===== src/rtl/scale_pkg.sv =====
package scale_pkg;
    typedef enum logic [1:0] {
        DIV_NONE = 2'b00,
        DIV_TWO  = 2'b01,
        DIV_FOUR = 2'b10
    } div_sel_e;
endpackage


===== src/rtl/scale_prescale.sv =====
module scale_prescale
    import scale_pkg::*;
#(
    parameter int SIZE_W = 16
) (
    input  logic [SIZE_W-1:0] src_i,
    input  logic [SIZE_W-1:0] dst_i,
    output logic              err_o,
    output div_sel_e          sel_o,
    output logic [SIZE_W-1:0] eff_o
);
    logic [SIZE_W:0] src_x;
    logic [SIZE_W:0] dst_x2;

    always_comb begin
        src_x  = {1'b0, src_i};
        dst_x2 = {dst_i, 1'b0};
        err_o  = (src_i == '0) || (dst_i == '0);
        if (src_i <= dst_i) begin
            sel_o = DIV_NONE;
            eff_o = src_i;
        end else if (src_x <= dst_x2) begin
            sel_o = DIV_TWO;
            eff_o = src_i >> 1;
        end else begin
            sel_o = DIV_FOUR;
            eff_o = src_i >> 2;
        end
    end
endmodule


===== src/rtl/scale_divider.sv =====
module scale_divider #(
    parameter int SIZE_W = 16,
    parameter int FRAC_W = 21,
    localparam int NUM_W = SIZE_W + FRAC_W,
    localparam int CNT_W = $clog2(NUM_W + 1)
) (
    input  logic              clk,
    input  logic              rst_n,
    input  logic              go_i,
    input  logic [SIZE_W-1:0] num_i,
    input  logic [SIZE_W-1:0] den_i,
    output logic              busy_o,
    output logic              done_o,
    output logic [NUM_W-1:0]  quot_o
);
    typedef struct packed {
        logic              busy;
        logic              done;
        logic [CNT_W-1:0]  cnt;
        logic [NUM_W-1:0]  work;
        logic [SIZE_W-1:0] rem;
        logic [SIZE_W-1:0] den;
        logic [NUM_W-1:0]  quot;
    } div_state_t;

    div_state_t st_d, st_q;
    logic [SIZE_W:0]   trial;
    logic              qbit;
    logic [NUM_W-1:0]  work_nx;
    logic [SIZE_W-1:0] rem_nx;

    always_comb begin
        st_d    = st_q;
        st_d.done = 1'b0;
        trial   = {st_q.rem, st_q.work[NUM_W-1]};
        qbit    = (trial >= {1'b0, st_q.den});
        rem_nx  = qbit ? SIZE_W'(trial - {1'b0, st_q.den}) : trial[SIZE_W-1:0];
        work_nx = {st_q.work[NUM_W-2:0], qbit};
        if (st_q.busy) begin
            st_d.work = work_nx;
            st_d.rem  = rem_nx;
            st_d.cnt  = st_q.cnt + 1'b1;
            if (st_q.cnt == CNT_W'(NUM_W - 1)) begin
                st_d.busy = 1'b0;
                st_d.done = 1'b1;
                st_d.quot = work_nx + NUM_W'(rem_nx != '0);
            end
        end else if (go_i) begin
            st_d.busy = 1'b1;
            st_d.cnt  = '0;
            st_d.work = {num_i, {FRAC_W{1'b0}}};
            st_d.rem  = '0;
            st_d.den  = den_i;
        end
    end

    always_ff @(posedge clk or negedge rst_n) begin
        if (!rst_n) st_q <= '0;
        else        st_q <= st_d;
    end

    assign busy_o = st_q.busy;
    assign done_o = st_q.done;
    assign quot_o = st_q.quot;
endmodule


===== src/rtl/scale_dda.sv =====
module scale_dda #(
    parameter int SIZE_W  = 16,
    parameter int FRAC_W  = 21,
    parameter int PHASE_W = 4,
    localparam int ACC_W  = SIZE_W + FRAC_W
) (
    input  logic               clk,
    input  logic               rst_n,
    input  logic               clr_i,
    input  logic               adv_i,
    input  logic [ACC_W-1:0]   step_i,
    output logic [SIZE_W-1:0]  index_o,
    output logic [PHASE_W-1:0] phase_o
);
    logic [ACC_W-1:0] acc_d, acc_q;

    always_comb begin
        acc_d = acc_q;
        if (clr_i)      acc_d = '0;
        else if (adv_i) acc_d = acc_q + step_i;
    end

    always_ff @(posedge clk or negedge rst_n) begin
        if (!rst_n) acc_q <= '0;
        else        acc_q <= acc_d;
    end

    assign index_o = acc_q[ACC_W-1:FRAC_W];
    assign phase_o = acc_q[FRAC_W-1 -: PHASE_W];
endmodule


===== src/rtl/scale_step_gen.sv =====
module scale_step_gen
    import scale_pkg::*;
#(
    parameter int SIZE_W  = 16,
    parameter int FRAC_W  = 21,
    parameter int PHASE_W = 4,
    localparam int STEP_W = SIZE_W + FRAC_W
) (
    input  logic               clk,
    input  logic               rst_n,
    input  logic               start_i,
    input  logic [SIZE_W-1:0]  cfg_src_i,
    input  logic [SIZE_W-1:0]  cfg_dst_i,
    input  logic               line_start_i,
    input  logic               pix_strobe_i,
    output logic               busy_o,
    output logic               done_o,
    output logic               cfg_error_o,
    output logic               step_ok_o,
    output logic [1:0]         div_sel_o,
    output logic [STEP_W-1:0]  master_step_o,
    output logic [STEP_W-1:0]  step_luma_o,
    output logic [STEP_W-1:0]  step_aux_o,
    output logic [STEP_W-1:0]  step_vc_a_o,
    output logic [STEP_W-1:0]  step_vc_b_o,
    output logic [SIZE_W-1:0]  src_index_o,
    output logic [PHASE_W-1:0] src_phase_o
);
    typedef struct packed {
        logic              err;
        logic              ok;
        div_sel_e          sel;
        logic [STEP_W-1:0] master;
    } top_state_t;

    top_state_t st_d, st_q;

    logic              pre_err;
    div_sel_e          pre_sel;
    logic [SIZE_W-1:0] pre_eff;
    logic              div_busy;
    logic              div_done;
    logic [STEP_W-1:0] div_quot;
    logic              launch;
    logic              dda_clr;
    logic              dda_adv;
    logic              enlarge;

    scale_prescale #(.SIZE_W(SIZE_W)) u_pre (
        .src_i (cfg_src_i),
        .dst_i (cfg_dst_i),
        .err_o (pre_err),
        .sel_o (pre_sel),
        .eff_o (pre_eff)
    );

    assign launch = start_i && !div_busy && !pre_err;

    scale_divider #(.SIZE_W(SIZE_W), .FRAC_W(FRAC_W)) u_div (
        .clk    (clk),
        .rst_n  (rst_n),
        .go_i   (launch),
        .num_i  (pre_eff),
        .den_i  (cfg_dst_i),
        .busy_o (div_busy),
        .done_o (div_done),
        .quot_o (div_quot)
    );

    always_comb begin
        st_d = st_q;
        if (div_done) begin
            st_d.master = div_quot;
            st_d.ok     = 1'b1;
        end
        if (start_i && !div_busy) begin
            st_d.ok = 1'b0;
            if (pre_err) begin
                st_d.err = 1'b1;
            end else begin
                st_d.err = 1'b0;
                st_d.sel = pre_sel;
            end
        end
    end

    always_ff @(posedge clk or negedge rst_n) begin
        if (!rst_n) st_q <= '0;
        else        st_q <= st_d;
    end

    assign dda_clr = (start_i && !div_busy) || (line_start_i && st_q.ok);
    assign dda_adv = pix_strobe_i && st_q.ok;

    scale_dda #(.SIZE_W(SIZE_W), .FRAC_W(FRAC_W), .PHASE_W(PHASE_W)) u_dda (
        .clk     (clk),
        .rst_n   (rst_n),
        .clr_i   (dda_clr),
        .adv_i   (dda_adv),
        .step_i  (st_q.master),
        .index_o (src_index_o),
        .phase_o (src_phase_o)
    );

    assign enlarge       = (st_q.sel == DIV_NONE);
    assign busy_o        = div_busy;
    assign done_o        = div_done;
    assign cfg_error_o   = st_q.err;
    assign step_ok_o     = st_q.ok;
    assign div_sel_o     = st_q.sel;
    assign master_step_o = st_q.master;
    assign step_luma_o   = st_q.master >> 2;
    assign step_aux_o    = st_q.master >> 1;
    assign step_vc_a_o   = enlarge ? (st_q.master >> 2) : (st_q.master >> 3);
    assign step_vc_b_o   = enlarge ? (st_q.master >> 1) : st_q.master;
endmodule



===== config.mk =====
export PLATFORM = sky130hd
export DESIGN_NAME = scale_step_gen
export DESIGN_NICKNAME = d
export VERILOG_FILES = /design/src/rtl/scale_pkg.sv /design/src/rtl/scale_prescale.sv /design/src/rtl/scale_divider.sv /design/src/rtl/scale_dda.sv /design/src/rtl/scale_step_gen.sv
export SDC_FILE = /design/constraint.sdc
export NUM_CORES = 1
export LEC_CHECK = 0
export BUFFER_PORTS_ARGS = -buffer_cell sky130_fd_sc_hd__buf_4
export CAP_MARGIN = 30
export CELL_PAD_IN_SITES_DETAIL_PLACEMENT = 0
export CELL_PAD_IN_SITES_GLOBAL_PLACEMENT = 1
export CORE_MARGIN = 5
export CORE_UTILIZATION = 40
export CTS_CLUSTER_DIAMETER = 100
export CTS_CLUSTER_SIZE = 10
export DETAILED_ROUTE_END_ITERATION = 10
export HOLD_SLACK_MARGIN = 0.12
export PLACE_DENSITY_LB_ADDON = 0.1
export RECOVER_POWER = 25
export SETUP_SLACK_MARGIN = 0.5
export SLEW_MARGIN = 20
export SYNTH_ARGS = -nofsm -noshare
export SYNTH_HDL_FRONTEND = slang
export SYNTH_SLANG_ARGS = --single-unit

===== constraint.sdc =====
create_clock -name clk -period 11.7 [get_ports clk]
set_input_delay 1.17 -clock clk [delete_from_list [all_inputs] [get_ports clk]]
set_output_delay 1.17 -clock clk [all_outputs]
set_load 0.01 [all_outputs]

==> results.sh, run 1 <==
export IMPL_ir_drop_mv=0.164
export IMPL_arrival_ns=7.04
export IMPL_finalWirelength_um=36700
export IMPL_die_width_um=191
export IMPL_antennaDiodeCount=0
export IMPL_grt_overflow=0
export IMPL_regArea_mm2=0.00481
export IMPL_synth_cell_types=63
export IMPL_status="complete, but fails checks"
export IMPL_fin_skew_ns=0.0111
export IMPL_syn_avg_cell_area_um2=8.60
export IMPL_synthToLayoutAreaGrowth_pct=16.1
export IMPL_report_final_slew_viol_count=214
export IMPL_drc_errors=0
export IMPL_synth_seq_cells=192
export IMPL_max_cap_violations=5
export IMPL_worst_path_max_fanout=46
export IMPL_clock_latency_ns=0.44
export IMPL_fmax_mhz=156
export IMPL_async_reset_ff_frac=1.00
export IMPL_cp_start_kind="primary input"
export IMPL_min_path_type="flip-flop to flip-flop"
export IMPL_cts_setup_buffers=0
export IMPL_fillers=3252
export IMPL_synth_area_mm2=0.0131
export IMPL_ys_flop_type="dfrtp_1"
export IMPL_tns_ns=0
export IMPL_period_needed_ns=6.42
export IMPL_hpwl_um=27500
export IMPL_cts_resized=0
export IMPL_hold_viol=0
export IMPL_tightest_slew_ns=2.58
export IMPL_ys_seq_area_frac=0.366
export IMPL_dpl_cell_count=2064
export IMPL_postCtsHoldBufs=0
export IMPL_cts_tree="yes"
export IMPL_antenna_found_initial=0
export IMPL_cts_clk_slew_worst_paths_ns=0.07
export IMPL_fin_cells=2097
export IMPL_rsz0062_at_grt="false"
export IMPL_port_buffers=242
export IMPL_core_rowCount=66
export IMPL_cts_made_buffers=17
export IMPL_cts_root_buf="clkbuf_16"
export IMPL_cts_sinks=192
export IMPL_die_y_um=191
export IMPL_fin_nets=1769
export IMPL_period_share=0.548
export IMPL_setup_viol=0
export IMPL_initial_utilization=0.405
export IMPL_synth_cells=1527
export IMPL_io_pins=248
export IMPL_clock_path_buffers=2
export IMPL_core_area_mm2=0.0325
export IMPL_grt_usage=0.200
export IMPL_multiInputGateArea_mm2=0.00716
export IMPL_drt_pass1_iterations=4
export IMPL_drtIter0Drc=618
export IMPL_slew_headroom=-0.721
export IMPL_crit_type="primary input to asynchronous set/reset pin"
export IMPL_power_density_mw_per_mm2=244
export IMPL_end_kind="asynchronous set/reset pin"
export IMPL_cts_max_level=4
export IMPL_drive_gt1_frac=0.213
export IMPL_gp_congestion=0.881
export IMPL_grt_pass1_vias=10800
export IMPL_wl_per_cell_um=17.5
export IMPL_ant_nets=0
export IMPL_ys_warn_count=0
export IMPL_die_area_mm2=0.0365
export IMPL_vias=11000
export IMPL_grt_pass1_wl_um=59000
export IMPL_cellLeakagePower_nw=7.81
export IMPL_grt_start_max_net_pins=85
export IMPL_synth_edf_count=0
export IMPL_final_cell_mix="nand2_1 (252), buf_4 (252), dfrtp_1 (191), o21ai_0 (168), a21oi_1 (90)"
export IMPL_viasPerCell=5.26
export IMPL_crit_required_ns=12.32
export IMPL_violations="max-capacitance violations, max-slew violations"
-- layer usage --
layer / global-route usage / vias up / wire (µm) / part of all wire
met2: 0.328 / 259 / 17100 / 0.47
met3: 0.0267 / 36 / 1560 / 0.042
li1: - / 5466 / - / -
met4: 0.0492 / 0 / 537 / 0.015
met5: 0 / - / 0 / 0
met1: 0.280 / 5279 / 17500 / 0.48
-- cell type report --
type | instances | area share
Timing Repair Buffer | 258 | 0.127
Inverter | 55 | 0.0135
Clock inverter | 11 | 0.00854
Sequential cell | 192 | 0.315
Multi-Input combinational cell | 1119 | 0.470
Clock buffer | 20 | 0.0300
Tap cell | 442 | 0.0363
-- registers in the layout (all words and copies together), names as in the netlist, 2 cells and up --
signal / flops
div_sel_o: 2
master_step_o: 37
u_dda.acc_q: 37
u_div.quot_o: 37
u_div.st_q: 75
-- final timing paths --
check	start	end	slack (ns)	cells after the start
max in group clk	u_div.st_q[105]	u_div.quot_o[36]	6.70	24
hold reg to reg	u_div.st_q[46]	u_div.st_q[46]	0.48	2
setup reg to reg	u_div.st_q[105]	u_div.quot_o[36]	6.70	24
min in group asynchronous	rst_n	u_dda.acc_q[7]	1.53	1
hold / removal	u_div.st_q[46]	u_div.st_q[46]	0.48	2
setup / recovery	rst_n	master_step_o[14]	5.28	5
-- report_power, final --
part	switching (mW)	internal [mW]	leakage, nW
registers	0.292	0.914	2.49
logic	1.07	0.845	5.03
clock network	0.267	0.328	0.288
-- cells by family after synthesis --
family                   Yosys count  share of synthesized area
multiplexers                      73                     0.0607
other                              1                   0.000286
flip-flops                       192                      0.366
XOR/XNOR                          87                     0.0580
AO/OA/AOI/OAI                    376                      0.169
AND/OR/NAND/NOR                  489                      0.169
buffers and inverters            220                     0.0915
adder cells (fa/ha/maj)           89                     0.0860
-- critical path: stages --
cell and delay (ns):
clkbuf_1 1.79, clkbuf_1 1.49, clkbuf_1 1.58, buf_4 0.65, buf_12 0.29
-- metrics by stage --
stage / instance area [µm²] / setup slack (ns) / utilization / power, mW / hold slack (ns)
6_report: 15200 / 5.28 / 0.470 / 3.72 / 0.483
5_1_grt: 15200 / 3.90 / 0.470 / 4.04 / 0.500
4_1_cts: 15200 / 6.73 / 0.470 / 3.76 / 0.486
3_5_place_dp: 14700 / 6.77 / 0.451 / 3.14 / 0.471
3_3_place_gp: 14600 / 6.84 / 0.451 / 3.13 / 0.462
2_1_floorplan: 13100 / 7.20 / - / 2.52 / 0.450
-- synth_stat cells (9+ instances only) --
cell	instances	area share
and3_1	11	0.0052
mux2i_1	20	0.015
o21a_1	12	0.0069
a21o_1	35	0.020
nor2b_1	17	0.0081
nor4_1	11	0.0052
buf_4	97	0.055
xnor2_1	43	0.029
inv_1	55	0.016
nand4_1	24	0.011
clkbuf_1	58	0.017
xor2_1	44	0.029
nor3_1	14	0.0053
nand3_1	37	0.014
o21ai_0	168	0.064
ha_1	87	0.083
a22o_1	9	0.0060
a21oi_1	90	0.034
a22oi_1	14	0.0080
dfrtp_1	192	0.37
mux2_2	53	0.045
a31oi_1	10	0.0048
nor2_1	88	0.025
nand2_1	252	0.072
No activity file was read; power rests on OpenSTA's default activity.
==> run 2, diff against run 1 <==
Clock period 11.7 ns to 6.53 ns, I/O delays scaled along.
==> results.sh, run 2 (synthesis results as in run 1) <==
export IMPL_hold_viol=0
export IMPL_antenna_found_initial=0
export IMPL_initial_utilization=0.405
export IMPL_ant_nets=0
export IMPL_setup_viol=0
export IMPL_core_rowCount=66
export IMPL_tightest_slew_ns=3.87
export IMPL_final_cell_mix="nand2_1 (252), buf_4 (252), dfrtp_1 (191), o21ai_0 (168), a21oi_1 (90)"
export IMPL_wl_per_cell_um=17.7
export IMPL_cts_made_buffers=17
export IMPL_cts_root_buf="clkbuf_16"
export IMPL_fmax_mhz=202
export IMPL_max_stage_delay_ns=0.49
export IMPL_cp_start_kind="flip-flop"
export IMPL_gp_congestion=0.883
export IMPL_placed_area_mm2=0.0147
export IMPL_crit_required_ns=6.82
export IMPL_report_final_slew_viol_count=108
export IMPL_hpwl_um=27400
export IMPL_cts_tree="yes"
export IMPL_period_needed_ns=4.96
export IMPL_die_area_mm2=0.0365
export IMPL_crit_type="flip-flop to flip-flop"
export IMPL_tns_ns=0
export IMPL_grt_usage=0.203
export IMPL_antennaDiodeCount=0
export IMPL_cp_top_family="simple AND/OR/NAND/NOR gates"
export IMPL_min_path_type="flip-flop to flip-flop"
export IMPL_slew_headroom=-1.58
export IMPL_max_cap_violations=2
export IMPL_pwr_share_comb=0.522
export IMPL_drtIter0Drc=605
export IMPL_largest_reg_flops=75
export IMPL_ir_drop_mv=0.269
export IMPL_clkPwrFrac=0.154
export IMPL_critPathBufInv=2
export IMPL_arrival_ns=5.25
export IMPL_cts_setup_buffers=0
export IMPL_vias=11000
export IMPL_final_cell_area_mm2=0.0152
export IMPL_cp_cell_sequence="inv_1 > ha_1 > inv_1 > fa_1 > a21oi_1 > o211ai_1 > o41ai_1 > o21ai_0 > nand2b_1 > a21oi_1 > xnor2_1 > nand4_1 > o31ai_1 > nand4_1 > ha_1 > and3_4 > and2_4 > and4_4 > nand4_4 > or3_4 > nor4_4 > nand3_1 > xor2_1 > a21oi_1"
export IMPL_grt_start_max_net_pins=76
export IMPL_die_width_um=191
export IMPL_swShare=0.446
export IMPL_port_buffers=242
export IMPL_die_y_um=191
export IMPL_clock_latency_ns=0.45
export IMPL_synthToLayoutAreaGrowth_pct=15.9
export IMPL_postCtsHoldBufs=0
export IMPL_drive_gt1_frac=0.214
export IMPL_drt_pass1_iterations=7
export IMPL_cellLeakagePower_nw=7.80
export IMPL_internal_power_mw=3.66
export IMPL_clock_path_buffers=2
export IMPL_status="complete, but fails checks"
export IMPL_p_seq_frac=0.324
export IMPL_top_register="u_div.st_q"
export IMPL_fillers=3157
export IMPL_finalWirelength_um=37100
export IMPL_grt_overflow=0
export IMPL_rsz0062_at_grt="false"
export IMPL_period_share=0.759
export IMPL_cts_resized=0
export IMPL_fin_nets=1768
export IMPL_power_density_mw_per_mm2=435
export IMPL_drc_errors=0
export IMPL_crit_path_top_delay_cell="o41ai_1"
export IMPL_cts_sinks=192
export IMPL_power_switching_mw=2.95
export IMPL_cts_clk_slew_worst_paths_ns=0.08
export IMPL_grt_pass1_vias=11000
export IMPL_viasPerCell=5.26
export IMPL_grt_pass1_wl_um=60100
export IMPL_io_pins=248
export IMPL_violations="max-capacitance violations, max-slew violations"
export IMPL_cp_common_cell="a21oi_1"
export IMPL_fin_skew_ns=0.0127
export IMPL_end_kind="flip-flop"
export IMPL_worst_path_max_fanout=7
export IMPL_core_area_mm2=0.0325
export IMPL_cts_max_level=4
==> run 2: cell types whose count changed in the layout (fill, tap and decap cells not counted), moves of 2 or more <==
cell,change
clkinv_4,+2
bufinv_16,-2
inv_8,+2
clkbuf_1,-2
==> run 2: final timing paths <==
check	start	to	slack, ns	cells past startpoint
worst max-delay path	u_div.st_q[105]	u_div.quot_o[36]	1.57	24
worst min-delay path	div_sel_o[0]	div_sel_o[0]	0.48	1
worst min register to register	div_sel_o[0]	div_sel_o[0]	0.48	1
max in group asynchronous	rst_n	u_dda.acc_q[14]	2.44	3
worst max register to register	u_div.st_q[105]	u_div.quot_o[36]	1.57	24
min in group asynchronous	rst_n	u_dda.acc_q[7]	1.54	1
==> run 2: area by class of cell <==
type	count	area, µm²	area share
timing repair buffer	257	1930	0.127
inverter	55	206	0.0136
tap	442	553	0.0363
multi-input combinational	1119	7160	0.470
clock inverter	13	123	0.00806
sequential	192	4810	0.316
clock buffer	18	439	0.0289
==> run 2: power groups by stage <==
stage,combinational [mW],clock (mW),sequential (mW)
2_1_floorplan,2.52,0,2.00
3_3_place_gp,3.45,0,2.15
3_5_place_dp,3.47,0,2.17
4_1_cts,3.48,1.06,2.15
5_1_grt,3.89,1.10,2.22
6_report,3.45,1.02,2.14
==> run 2: metrics by stage <==
stage,worst slack [ns],std cells,hold WS [ns],total power [mW],util
detailed placement,1.63,2064,0.468,5.64,0.451
floorplan,2.03,1531,0.357,4.52,-
global route,1.08,2096,0.475,7.21,0.469
CTS,1.58,2095,0.224,6.69,0.469
global placement,1.67,2063,0.460,5.61,0.451
finish,1.57,2096,0.483,6.62,0.469
==> run 2: per-layer routing <==
metal	routed length, µm	vias to the layer above	share of wire	global-route usage
li1	-	5467	-	-
met1	17700	5273	0.48	0.284
met2	17100	258	0.46	0.329
met3	1710	31	0.046	0.0358
met4	575	0	0.015	0.0489
met5	0	-	0	0
